### src/rtl/ur_pkg.sv
package ur_pkg;
  typedef enum logic [2:0] {
    ST_IDLE,
    ST_TRIGGER,
    ST_WAIT_ECHO,
    ST_MEASURE,
    ST_DONE
  } ur_state_e;
endpackage

### src/rtl/ur_echo_sync.sv
module ur_echo_sync #(
  parameter int STAGES = 2
) (
  input  logic clk,
  input  logic rst_n,
  input  logic echo_async,
  output logic echo_lvl,
  output logic echo_rise,
  output logic echo_fall
);
  logic [STAGES-1:0] chain_q;
  logic              last_q;

  for (genvar g = 0; g < STAGES; g++) begin : g_stage
    if (g == 0) begin : g_first
      always_ff @(posedge clk or negedge rst_n)
        if (!rst_n) chain_q[g] <= 1'b0;
        else        chain_q[g] <= echo_async;
    end else begin : g_next
      always_ff @(posedge clk or negedge rst_n)
        if (!rst_n) chain_q[g] <= 1'b0;
        else        chain_q[g] <= chain_q[g-1];
    end
  end

  always_ff @(posedge clk or negedge rst_n)
    if (!rst_n) last_q <= 1'b0;
    else        last_q <= chain_q[STAGES-1];

  assign echo_lvl  = chain_q[STAGES-1];
  assign echo_rise = chain_q[STAGES-1] & ~last_q;
  assign echo_fall = ~chain_q[STAGES-1] & last_q;
endmodule

### src/rtl/ur_cm_convert.sv
module ur_cm_convert #(
  parameter int CM_CYC = 2320,
  parameter int DIST_W = 9
) (
  input  logic              clk,
  input  logic              rst_n,
  input  logic              clr,
  input  logic              en,
  output logic [DIST_W-1:0] cm_total
);
  localparam int PRE_W = $clog2(CM_CYC + 1);

  logic [PRE_W-1:0]  pre_q;
  logic [DIST_W-1:0] cm_q;
  logic              tick;

  assign tick     = (pre_q == PRE_W'(CM_CYC - 1));
  assign cm_total = cm_q + DIST_W'(tick);

  always_ff @(posedge clk or negedge rst_n) begin
    if (!rst_n) begin
      pre_q <= '0;
      cm_q  <= '0;
    end else if (clr) begin
      pre_q <= '0;
      cm_q  <= '0;
    end else if (en) begin
      if (tick) begin
        pre_q <= '0;
        cm_q  <= cm_total;
      end else begin
        pre_q <= pre_q + 1'b1;
      end
    end
  end
endmodule

### src/rtl/ur_seq_fsm.sv
module ur_seq_fsm
  import ur_pkg::*;
#(
  parameter int TRIG_CYC    = 400,
  parameter int TIMEOUT_CYC = 1000000,
  parameter int DIST_W      = 9
) (
  input  logic              clk,
  input  logic              rst_n,
  input  logic              start_req,
  input  logic              echo_rise,
  input  logic              echo_fall,
  input  logic [DIST_W-1:0] cm_total,
  output logic              conv_clr,
  output logic              conv_en,
  output logic              trig,
  output logic              done,
  output logic [DIST_W-1:0] dist_q,
  output logic              no_tgt_q
);
  localparam int WIN_MAX = (TIMEOUT_CYC > TRIG_CYC) ? TIMEOUT_CYC : TRIG_CYC;
  localparam int CNT_W   = $clog2(WIN_MAX + 1);

  ur_state_e        state_q, state_d;
  logic [CNT_W-1:0] win_q;
  logic             win_trig_end, win_timeout;
  logic             load_res, load_nt;

  assign win_trig_end = (win_q == CNT_W'(TRIG_CYC - 1));
  assign win_timeout  = (win_q == CNT_W'(TIMEOUT_CYC - 1));

  always_comb begin
    state_d  = state_q;
    load_res = 1'b0;
    load_nt  = 1'b0;
    unique case (state_q)
      ST_IDLE:      if (start_req) state_d = ST_TRIGGER;
      ST_TRIGGER:   if (win_trig_end) state_d = ST_WAIT_ECHO;
      ST_WAIT_ECHO: begin
        if (echo_rise) begin
          state_d = ST_MEASURE;
        end else if (win_timeout) begin
          state_d  = ST_DONE;
          load_res = 1'b1;
          load_nt  = 1'b1;
        end
      end
      ST_MEASURE: begin
        if (echo_fall) begin
          state_d  = ST_DONE;
          load_res = 1'b1;
        end else if (win_timeout) begin
          state_d  = ST_DONE;
          load_res = 1'b1;
          load_nt  = 1'b1;
        end
      end
      ST_DONE:      state_d = ST_IDLE;
      default:      state_d = ST_IDLE;
    endcase
  end

  always_ff @(posedge clk or negedge rst_n) begin
    if (!rst_n) begin
      state_q <= ST_IDLE;
      win_q   <= '0;
    end else begin
      state_q <= state_d;
      if (state_d != state_q)
        win_q <= '0;
      else if (state_q == ST_TRIGGER || state_q == ST_WAIT_ECHO || state_q == ST_MEASURE)
        win_q <= win_q + 1'b1;
    end
  end

  always_ff @(posedge clk or negedge rst_n) begin
    if (!rst_n) begin
      dist_q   <= '0;
      no_tgt_q <= 1'b0;
    end else if (load_res) begin
      dist_q   <= load_nt ? '0 : cm_total;
      no_tgt_q <= load_nt;
    end
  end

  assign conv_clr = (state_q == ST_WAIT_ECHO) && echo_rise;
  assign conv_en  = (state_q == ST_MEASURE);
  assign trig     = (state_q == ST_TRIGGER);
  assign done     = (state_q == ST_DONE);
endmodule

### src/rtl/ultrasonic_ranger.sv
module ultrasonic_ranger #(
  parameter int TRIG_CYC    = 400,
  parameter int CM_CYC      = 2320,
  parameter int TIMEOUT_CYC = 1000000,
  parameter int SYNC_STAGES = 2,
  localparam int DIST_W     = $clog2(TIMEOUT_CYC / CM_CYC + 2)
) (
  input  logic              clk,
  input  logic              rst_n,
  input  logic              start_i,
  input  logic              echo_i,
  output logic              trig_o,
  output logic [DIST_W-1:0] distance_o,
  output logic              no_target_o,
  output logic              done_o
);
  logic              echo_lvl, echo_rise, echo_fall;
  logic              conv_clr, conv_en;
  logic [DIST_W-1:0] cm_total;

  ur_echo_sync #(.STAGES(SYNC_STAGES)) u_sync (
    .clk        (clk),
    .rst_n      (rst_n),
    .echo_async (echo_i),
    .echo_lvl   (echo_lvl),
    .echo_rise  (echo_rise),
    .echo_fall  (echo_fall)
  );

  ur_cm_convert #(.CM_CYC(CM_CYC), .DIST_W(DIST_W)) u_conv (
    .clk      (clk),
    .rst_n    (rst_n),
    .clr      (conv_clr),
    .en       (conv_en),
    .cm_total (cm_total)
  );

  ur_seq_fsm #(
    .TRIG_CYC    (TRIG_CYC),
    .TIMEOUT_CYC (TIMEOUT_CYC),
    .DIST_W      (DIST_W)
  ) u_fsm (
    .clk       (clk),
    .rst_n     (rst_n),
    .start_req (start_i),
    .echo_rise (echo_rise),
    .echo_fall (echo_fall),
    .cm_total  (cm_total),
    .conv_clr  (conv_clr),
    .conv_en   (conv_en),
    .trig      (trig_o),
    .done      (done_o),
    .dist_q    (distance_o),
    .no_tgt_q  (no_target_o)
  );

  logic unused_lvl;
  assign unused_lvl = echo_lvl;
endmodule

### config.mk
export PLATFORM = sky130hd
export DESIGN_NAME = ultrasonic_ranger
export DESIGN_NICKNAME = d
export VERILOG_FILES = /design/src/rtl/ur_pkg.sv /design/src/rtl/ur_echo_sync.sv /design/src/rtl/ur_cm_convert.sv /design/src/rtl/ur_seq_fsm.sv /design/src/rtl/ultrasonic_ranger.sv
export SDC_FILE = /design/constraint.sdc
export NUM_CORES = 1
export LEC_CHECK = 0
export CAP_MARGIN = 40
export CORE_MARGIN = 4
export CORE_UTILIZATION = 40
export DETAILED_ROUTE_END_ITERATION = 10
export GPL_TIMING_DRIVEN = 0
export RECOVER_POWER = 100
export SLEW_MARGIN = 20
export SYNTH_ARGS = -nofsm -noshare
export SYNTH_HDL_FRONTEND = slang
export SYNTH_SLANG_ARGS = --single-unit
export TNS_END_PERCENT = 1
### constraint.sdc
create_clock -name clk -period 2.3 [get_ports clk]
set_input_delay 0.46 -clock clk [delete_from_list [all_inputs] [get_ports clk]]
set_output_delay 0.46 -clock clk [all_outputs]
set_load 0.02 [all_outputs]
==> flow_metrics.tcl, run 1 <==
set metrics [dict create \
    vias 2249 \
    fin_crit_sh 0.961 \
    die_y_um 92.7 \
    synth_cell_types 41 \
    clock-root-buffer "clkbuf_8" \
    grt_usage 0.164 \
    core_area_um2 6870 \
    num_rows 30 \
    violations "capacitance limit, slew limit" \
    ff2ff_setup_slack_ns 0.09 \
    routedWlPerCell_um 15.0 \
    fin_crit_ns 2.21 \
    multi_input_area_um2 1460 \
    final_common_cell "dfrtp_1" \
    drc 0 \
    fin_area_um2 3490 \
    mappedNetlistArea_um2 2870 \
    slew_viol_final 29 \
    post-place-ws_ns -0.221 \
    firstDrtPassIters 4 \
    synthCells 286 \
    setup_ws_ns 0.0897 \
    cp-endpoint "u_fsm.win_q[11]" \
    crit_type "reg -> reg" \
    reg2regPathDepth 6 \
    cts-buffers-inserted 9 \
    maxClockFrequency_ghz 0.452 \
    clock_path_buffers 2 \
    n_fill_cell 637 \
    maxCapViolCount 1 \
    tns_ns 0 \
    gp_congestion 0.801 \
    synth_area_per_cell_um2 10.0 \
    skew_ns 0.0125 \
    antenna_found_initial 0 \
    async_reset_ff_frac 1.00 \
    ys_seq_area_frac 0.497 \
    ios 16 \
    cp-end-kind "flop" \
    finalSetupViolCount 0 \
    grt_pass1_vias 2221 \
    powerDensity_nw_per_um2 597 \
    drt_wl_total_um 6250 \
    overflow 0 \
    crit_arrival_ns 2.42 \
    cp-startpoint "u_fsm.win_q[14]" \
    grt_max_degree 30 \
    cts_tree "yes" \
    worstReg2RegEnd "u_fsm.win_q[11]" \
    cp.required_ns 2.51 \
    layout_common_cells "dfrtp_1, nor3_1, nand2_1, xor2_1, nor2_1" \
    clk_pin_slew_ns 0.07 \
    max-slew-margin-rel -0.108 \
    postPlaceCellArea_um2 3160 \
    grt_pass1_wl_um 10800 \
    hpwl_um 4250 \
    vias_per_cell 5.39 \
    insertion_delay_ns 0.35 \
    hp-class "reg -> reg" \
    htree_levels 3 \
    areaGrowthSynthToFinish_pct 21.7 \
    ys.flop_type "dfrtp_1" \
    drtAntennaViolNets 0 \
    ys_ff_latch 57 \
    rsz0062_at_grt "true" \
    p_leak_nw 1.49 \
    worstMarginPinSlew_ns 1.66 \
    seq_area_um2 1430 \
    drt-initial-drc-count 161 \
    start_util 0.418 \
    ir_worst_vdd_mv 0.244 \
    io_buffers 15 \
    layout-drive-gt1-share 0.165 \
    synth_nets 294 \
    clock_sinks 57 \
    holdPathStages 0 \
    cp_max_fo 10 \
    hold_viol 0 \
    start_kind "flop" \
    die_w_um 92.7 \
    synth_edf_count 0 \
    nets 324 \
    yosys_warnings 0 \
    status "complete, but fails checks" \
    n_antenna_cell 0 \
    reg2reg_from "u_fsm.win_q[14]" \
    die_area_um2 8590 \
]
## timing repair
item / 4_1_cts / 5_1_grt
gates resized for setup: 17 / 11
setup buffers: 0 / 3
cloned: 0 / 0
setup endpoints to repair: 16 / 25
hold buffers: 0 / 0
pin swaps: 2 / 2
## where the power goes
| part | internal, mW | switching, mW | total, mW |
|---|---|---|---|
| sequential | 1.01 | 0.00168 | 1.01 |
| combinational | 0.00853 | 0.0240 | 0.0325 |
| clock | 0.637 | 0.409 | 1.05 |
| total | 1.65 | 0.435 | 2.09 |
## worst min path at each step
stage                            from         endpoint  slack [ns]
CTS                             rst_n   u_fsm.win_q[8]        0.05
detailed placement  u_sync.chain_q[0]  u_sync.echo_lvl        0.34
global route        u_sync.chain_q[0]  u_sync.echo_lvl        0.37
floorplan                       rst_n   u_conv.cm_q[0]        0.16
finish              u_sync.chain_q[0]  u_sync.echo_lvl        0.37
global placement    u_sync.chain_q[0]  u_sync.echo_lvl        0.34
## state kept, by name, summed over array words and instances (netlist names)
register         count
u_fsm.win_q         20
u_conv.pre_q        12
u_conv.cm_q          9
u_fsm.dist_q         9
u_fsm.state_q        3
u_fsm.no_tgt_q       1
u_sync.chain_q       1
u_sync.echo_lvl      1
u_sync.last_q        1
## per-stage QoR
stage                     instances  hold WS (ns)   util  total power, mW
final                           417         0.374  0.508             2.09
after global routing            417         0.374  0.508             2.17
after CTS                       414        0.0492  0.500             2.11
after detailed placement        398         0.342  0.460             1.06
after global placement          397         0.339  0.457             1.06
after floorplan                 286         0.164      -             1.03
## cell families (layout without fill, tap and decap cells)
group / Yosys count / in the layout / share of synthesized area
AND/OR/NAND/NOR: 124 / 124 / 0.226
XOR/XNOR: 34 / 34 / 0.104
AO/OA/AOI/OAI: 51 / 51 / 0.125
buffers and inverters: 15 / 50 / 0.0270
multiplexers: 1 / 1 / 0.00349
adder cells (fa/ha/maj): 4 / 4 / 0.0174
flip-flops: 57 / 57 / 0.497
## cell usage after synthesis, types with 2 or more instances
cell type,count,area (um2)
nand2b_1,3,18.8
buf_6,2,22.5
nand2_1,21,78.8
nand3_1,16,80.1
and2_1,4,25.0
a31oi_1,3,18.8
a21o_1,4,30.0
nor2_1,21,78.8
a21oi_1,9,45.0
xnor2_1,13,114
o2111ai_1,2,17.5
nand3b_1,2,15.0
ha_1,4,50.1
clkbuf_1,2,7.51
xor2_1,21,184
nand4_1,7,43.8
buf_2,5,25.0
or4_1,2,15.0
nor3_1,23,115
and3_1,11,68.8
a22o_1,7,61.3
nor2b_1,3,18.8
a31o_2,2,17.5
o21ai_0,12,60.1
inv_1,5,18.8
nor4_1,4,25.0
dfrtp_1,57,1430
o2bb2ai_1,8,70.1
## critical path, cell delays in order (launching register included)
cell and delay (ns):
dfrtp_2 0.44, or4_1 0.55, or4_4 0.55, nor2_4 0.11
o311a_2 0.21, buf_6 0.15, nor3_1 0.07
## metal layers
| layer | global-route usage | routed length (um) |
|---|---|---|
| met1 | 0.225 | 3110 |
| met4 | 0.0952 | 190 |
| met3 | 0.0374 | 197 |
| met2 | 0.235 | 2750 |
| met5 | 0 | 0 |
## area by class of cell
cell class | instances | share of cell area
multi-input cells | 214 | 0.417
flip-flops and latches | 57 | 0.410
repair buffers | 19 | 0.0527
clock buffers | 11 | 0.0405
well taps | 96 | 0.0344
clock inverters | 5 | 0.0226
plain buffers | 9 | 0.0161
inverters | 6 | 0.00681
No activity file was read; power rests on OpenSTA's default activity.
==> run 2, diff against run 1 <==
--- a/config.mk
+++ b/config.mk
@@ -6,7 +6,6 @@
 export NUM_CORES = 1
 export LEC_CHECK = 0
 export CAP_MARGIN = 40
-export CORE_MARGIN = 4
 export CORE_UTILIZATION = 40
 export DETAILED_ROUTE_END_ITERATION = 10
 export GPL_TIMING_DRIVEN = 0
@@ -15,4 +14,3 @@
 export SYNTH_ARGS = -nofsm -noshare
 export SYNTH_HDL_FRONTEND = slang
 export SYNTH_SLANG_ARGS = --single-unit
-export TNS_END_PERCENT = 1
==> run 2 against run 1 <==
The flow now finishes without violations. Sequential power about the same. Utilization fell by 0.29 points. Cell count grew 0.48%. Register-to-register slack about the same. Clock power is 12% lower. Final area shrank 0.57%. Worst hold slack worse by 0.022 ns. Largest cell class unchanged.
==> flow_metrics.tcl, run 2 (synthesis gave the netlist of run 1 again) <==
set metrics [dict create \
    reg2reg_from "u_fsm.win_q[14]" \
    cp_max_fo 10 \
    layout_common_cells "dfrtp_1, nor3_1, nand2_1, xor2_1, nor2_1" \
    ir_worst_vdd_mv 0.295 \
    drt_wl_total_um 6090 \
    cp.required_ns 2.52 \
    die_w_um 86.7 \
    fin_crit_ns 2.21 \
    drt-initial-drc-count 155 \
    rsz0062_at_grt "false" \
    hold_viol 0 \
    cp-end-kind "flop" \
    grt_usage 0.185 \
    die_y_um 86.7 \
    cp-startpoint "u_fsm.win_q[14]" \
    clock-root-buffer "clkbuf_8" \
    drc 0 \
    die_area_um2 7520 \
    cp-endpoint "u_fsm.win_q[14]" \
    crit_type "reg -> reg" \
    finalPower_mw 1.96 \
    p_leak_nw 1.51 \
    n_antenna_cell 0 \
    cts_tree "yes" \
    num_rows 30 \
    hpwl_um 4190 \
    powerDensity_nw_per_um2 564 \
    clock_path_buffers 2 \
    skew_ns 0.00969 \
    htree_levels 3 \
    setup_ws_ns 0.0925 \
    layout-drive-gt1-share 0.149 \
    power.switching_uw 417 \
    swShare 0.213 \
    clk_pin_slew_ns 0.07 \
    comb_power_share 0.015 \
    reg2regPathDepth 6 \
    start_kind "flop" \
    cts-buffers-inserted 9 \
    status "finished, final reports clean" \
    power_frac_clock 0.470 \
    routed.top_layer "met4" \
    areaGrowthSynthToFinish_pct 21.0 \
    grt_pass1_vias 2213 \
    insertion_delay_ns 0.33 \
    crit_arrival_ns 2.42 \
    overflow 0 \
    wl_met3_um 233 \
    ff2ff_setup_slack_ns 0.09 \
    gp_congestion 0.787 \
    vias_per_cell 5.37 \
    finalSetupViolCount 0 \
    hp-class "reg -> reg" \
    wl_met2_um 2740 \
    regMostFlops "u_fsm.win_q" \
    final_common_cell "dfrtp_1" \
    grt_pass1_wl_um 10600 \
    fin_crit_sh 0.960 \
    max-slew-margin-rel 0.536 \
    io_buffers 15 \
    cp_slowest_cell "or4_1" \
    post-place-ws_ns -0.219 \
    holdWs_ns 0.352 \
    nets 326 \
    p_seq_frac 0.515 \
    internal_power_mw 1.54 \
    core_area_um2 6870 \
    worstMarginPinSlew_ns 0.697 \
    timing.critical_path.slowest_cell_delay_ns 0.56 \
    firstDrtPassIters 4 \
    largest_reg_flops 20 \
    reg.largest.list "u_fsm.win_q x20, u_conv.pre_q x12" \
    worstReg2RegEnd "u_fsm.win_q[14]" \
    antenna_found_initial 0 \
    drtAntennaViolNets 0 \
    ios 16 \
    routedWlPerCell_um 14.5 \
    maxClockFrequency_ghz 0.453 \
    maxCapViolCount 0 \
    vias 2250 \
    met1Wirelength_um 3010 \
    clock_sinks 57 \
    path_cells "or4_1, or4_4, nor2_4, o311a_2, buf_6, nor3_1" \
    slew_viol_final 0 \
    start_util 0.418 \
    grt_max_degree 46 \
]
[run 2: changes by cell type in the layout (fill, tap and decap cells not counted), moves of 3 or more]
cell,before,now
buf_2,5,2
clkbuf_1,3,7
clkbuf_4,0,4
clkdlybuf4s50_1,11,1
dlygate4sd3_1,1,12
[run 2: routing by layer]
layer  vias up  GRT usage
li1       1102          -
met1      1104      0.251
met2        34      0.277
met3        10     0.0505
met4         0     0.0833
met5         -          0
[run 2: cell type report]
class	instances	area, um2
buffer	9	61.3
clock buffer	13	149
clock inverter	3	40.0
fill	660	3400
inverter	6	23.8
multi-input combinational	214	1470
sequential	57	1430
tap	96	120
timing repair buffer	21	181
[run 2: worst min path at each step]
stage / slack (ns) / depth (start not counted) / endpoint / startpoint
floorplan: 0.16 / 0 / u_conv.cm_q[0] / rst_n
global placement: 0.34 / 0 / u_sync.echo_lvl / u_sync.chain_q[0]
detailed placement: 0.33 / 1 / u_fsm.win_q[0] / rst_n
CTS: 0.36 / 0 / u_sync.echo_lvl / u_sync.chain_q[0]
global route: 0.38 / 0 / u_sync.echo_lvl / u_sync.chain_q[0]
finish: 0.35 / 0 / u_sync.echo_lvl / u_sync.chain_q[0]
[run 2: power groups by stage]
stage / logic [mW] / clock network [mW] / registers, mW
global route: 0.0364 / 0.989 / 1.01
floorplan: 0.00434 / 0 / 1.03
finish: 0.0303 / 0.920 / 1.01
detailed placement: 0.0371 / 0 / 1.03
global placement: 0.0315 / 0 / 1.03
CTS: 0.0386 / 0.951 / 1.01
[run 2: timing repair]
action / CTS / global route
endpoints found under the hold margin: 12 / 0
setup buffers: 2 / 2
hold buffers: 1 / 0
endpoints found under the setup margin: 15 / 33
gates resized for setup: 13 / 17
pin swaps: 2 / 2
[run 2: through the flow]
| step | instances | util | setup TNS (ns) | instance area [um2] |
|---|---|---|---|---|
| after detailed placement | 398 | 0.461 | -2.31 | 3160 |
| after floorplan | 286 | - | 0 | 2870 |
| after global routing | 419 | 0.505 | 0 | 3470 |
| after CTS | 417 | 0.497 | 0 | 3420 |
| after global placement | 397 | 0.457 | -64.50 | 3140 |
| final | 419 | 0.505 | 0 | 3470 |
[run 2: worst max-delay path, delay by kind of cell (launching register included)]
| family | cells | cell delay [ns] |
|---|---|---|
| flops | 1 | 0.44 |
| buf+inv | 1 | 0.15 |
| compound gates | 1 | 0.21 |
| simple gates | 4 | 1.29 |
==> run 3, diff against run 2 <==
--- a/config.mk
+++ b/config.mk
@@ -5,6 +5,7 @@
 export SDC_FILE = /design/constraint.sdc
 export NUM_CORES = 1
 export LEC_CHECK = 0
+export ABC_CLOCK_PERIOD_IN_PS = 2300
 export CAP_MARGIN = 40
 export CORE_UTILIZATION = 40
 export DETAILED_ROUTE_END_ITERATION = 10
==> results of run 3 <==
Same layout as run 2: the final DEF is identical, and so are final timing and power.
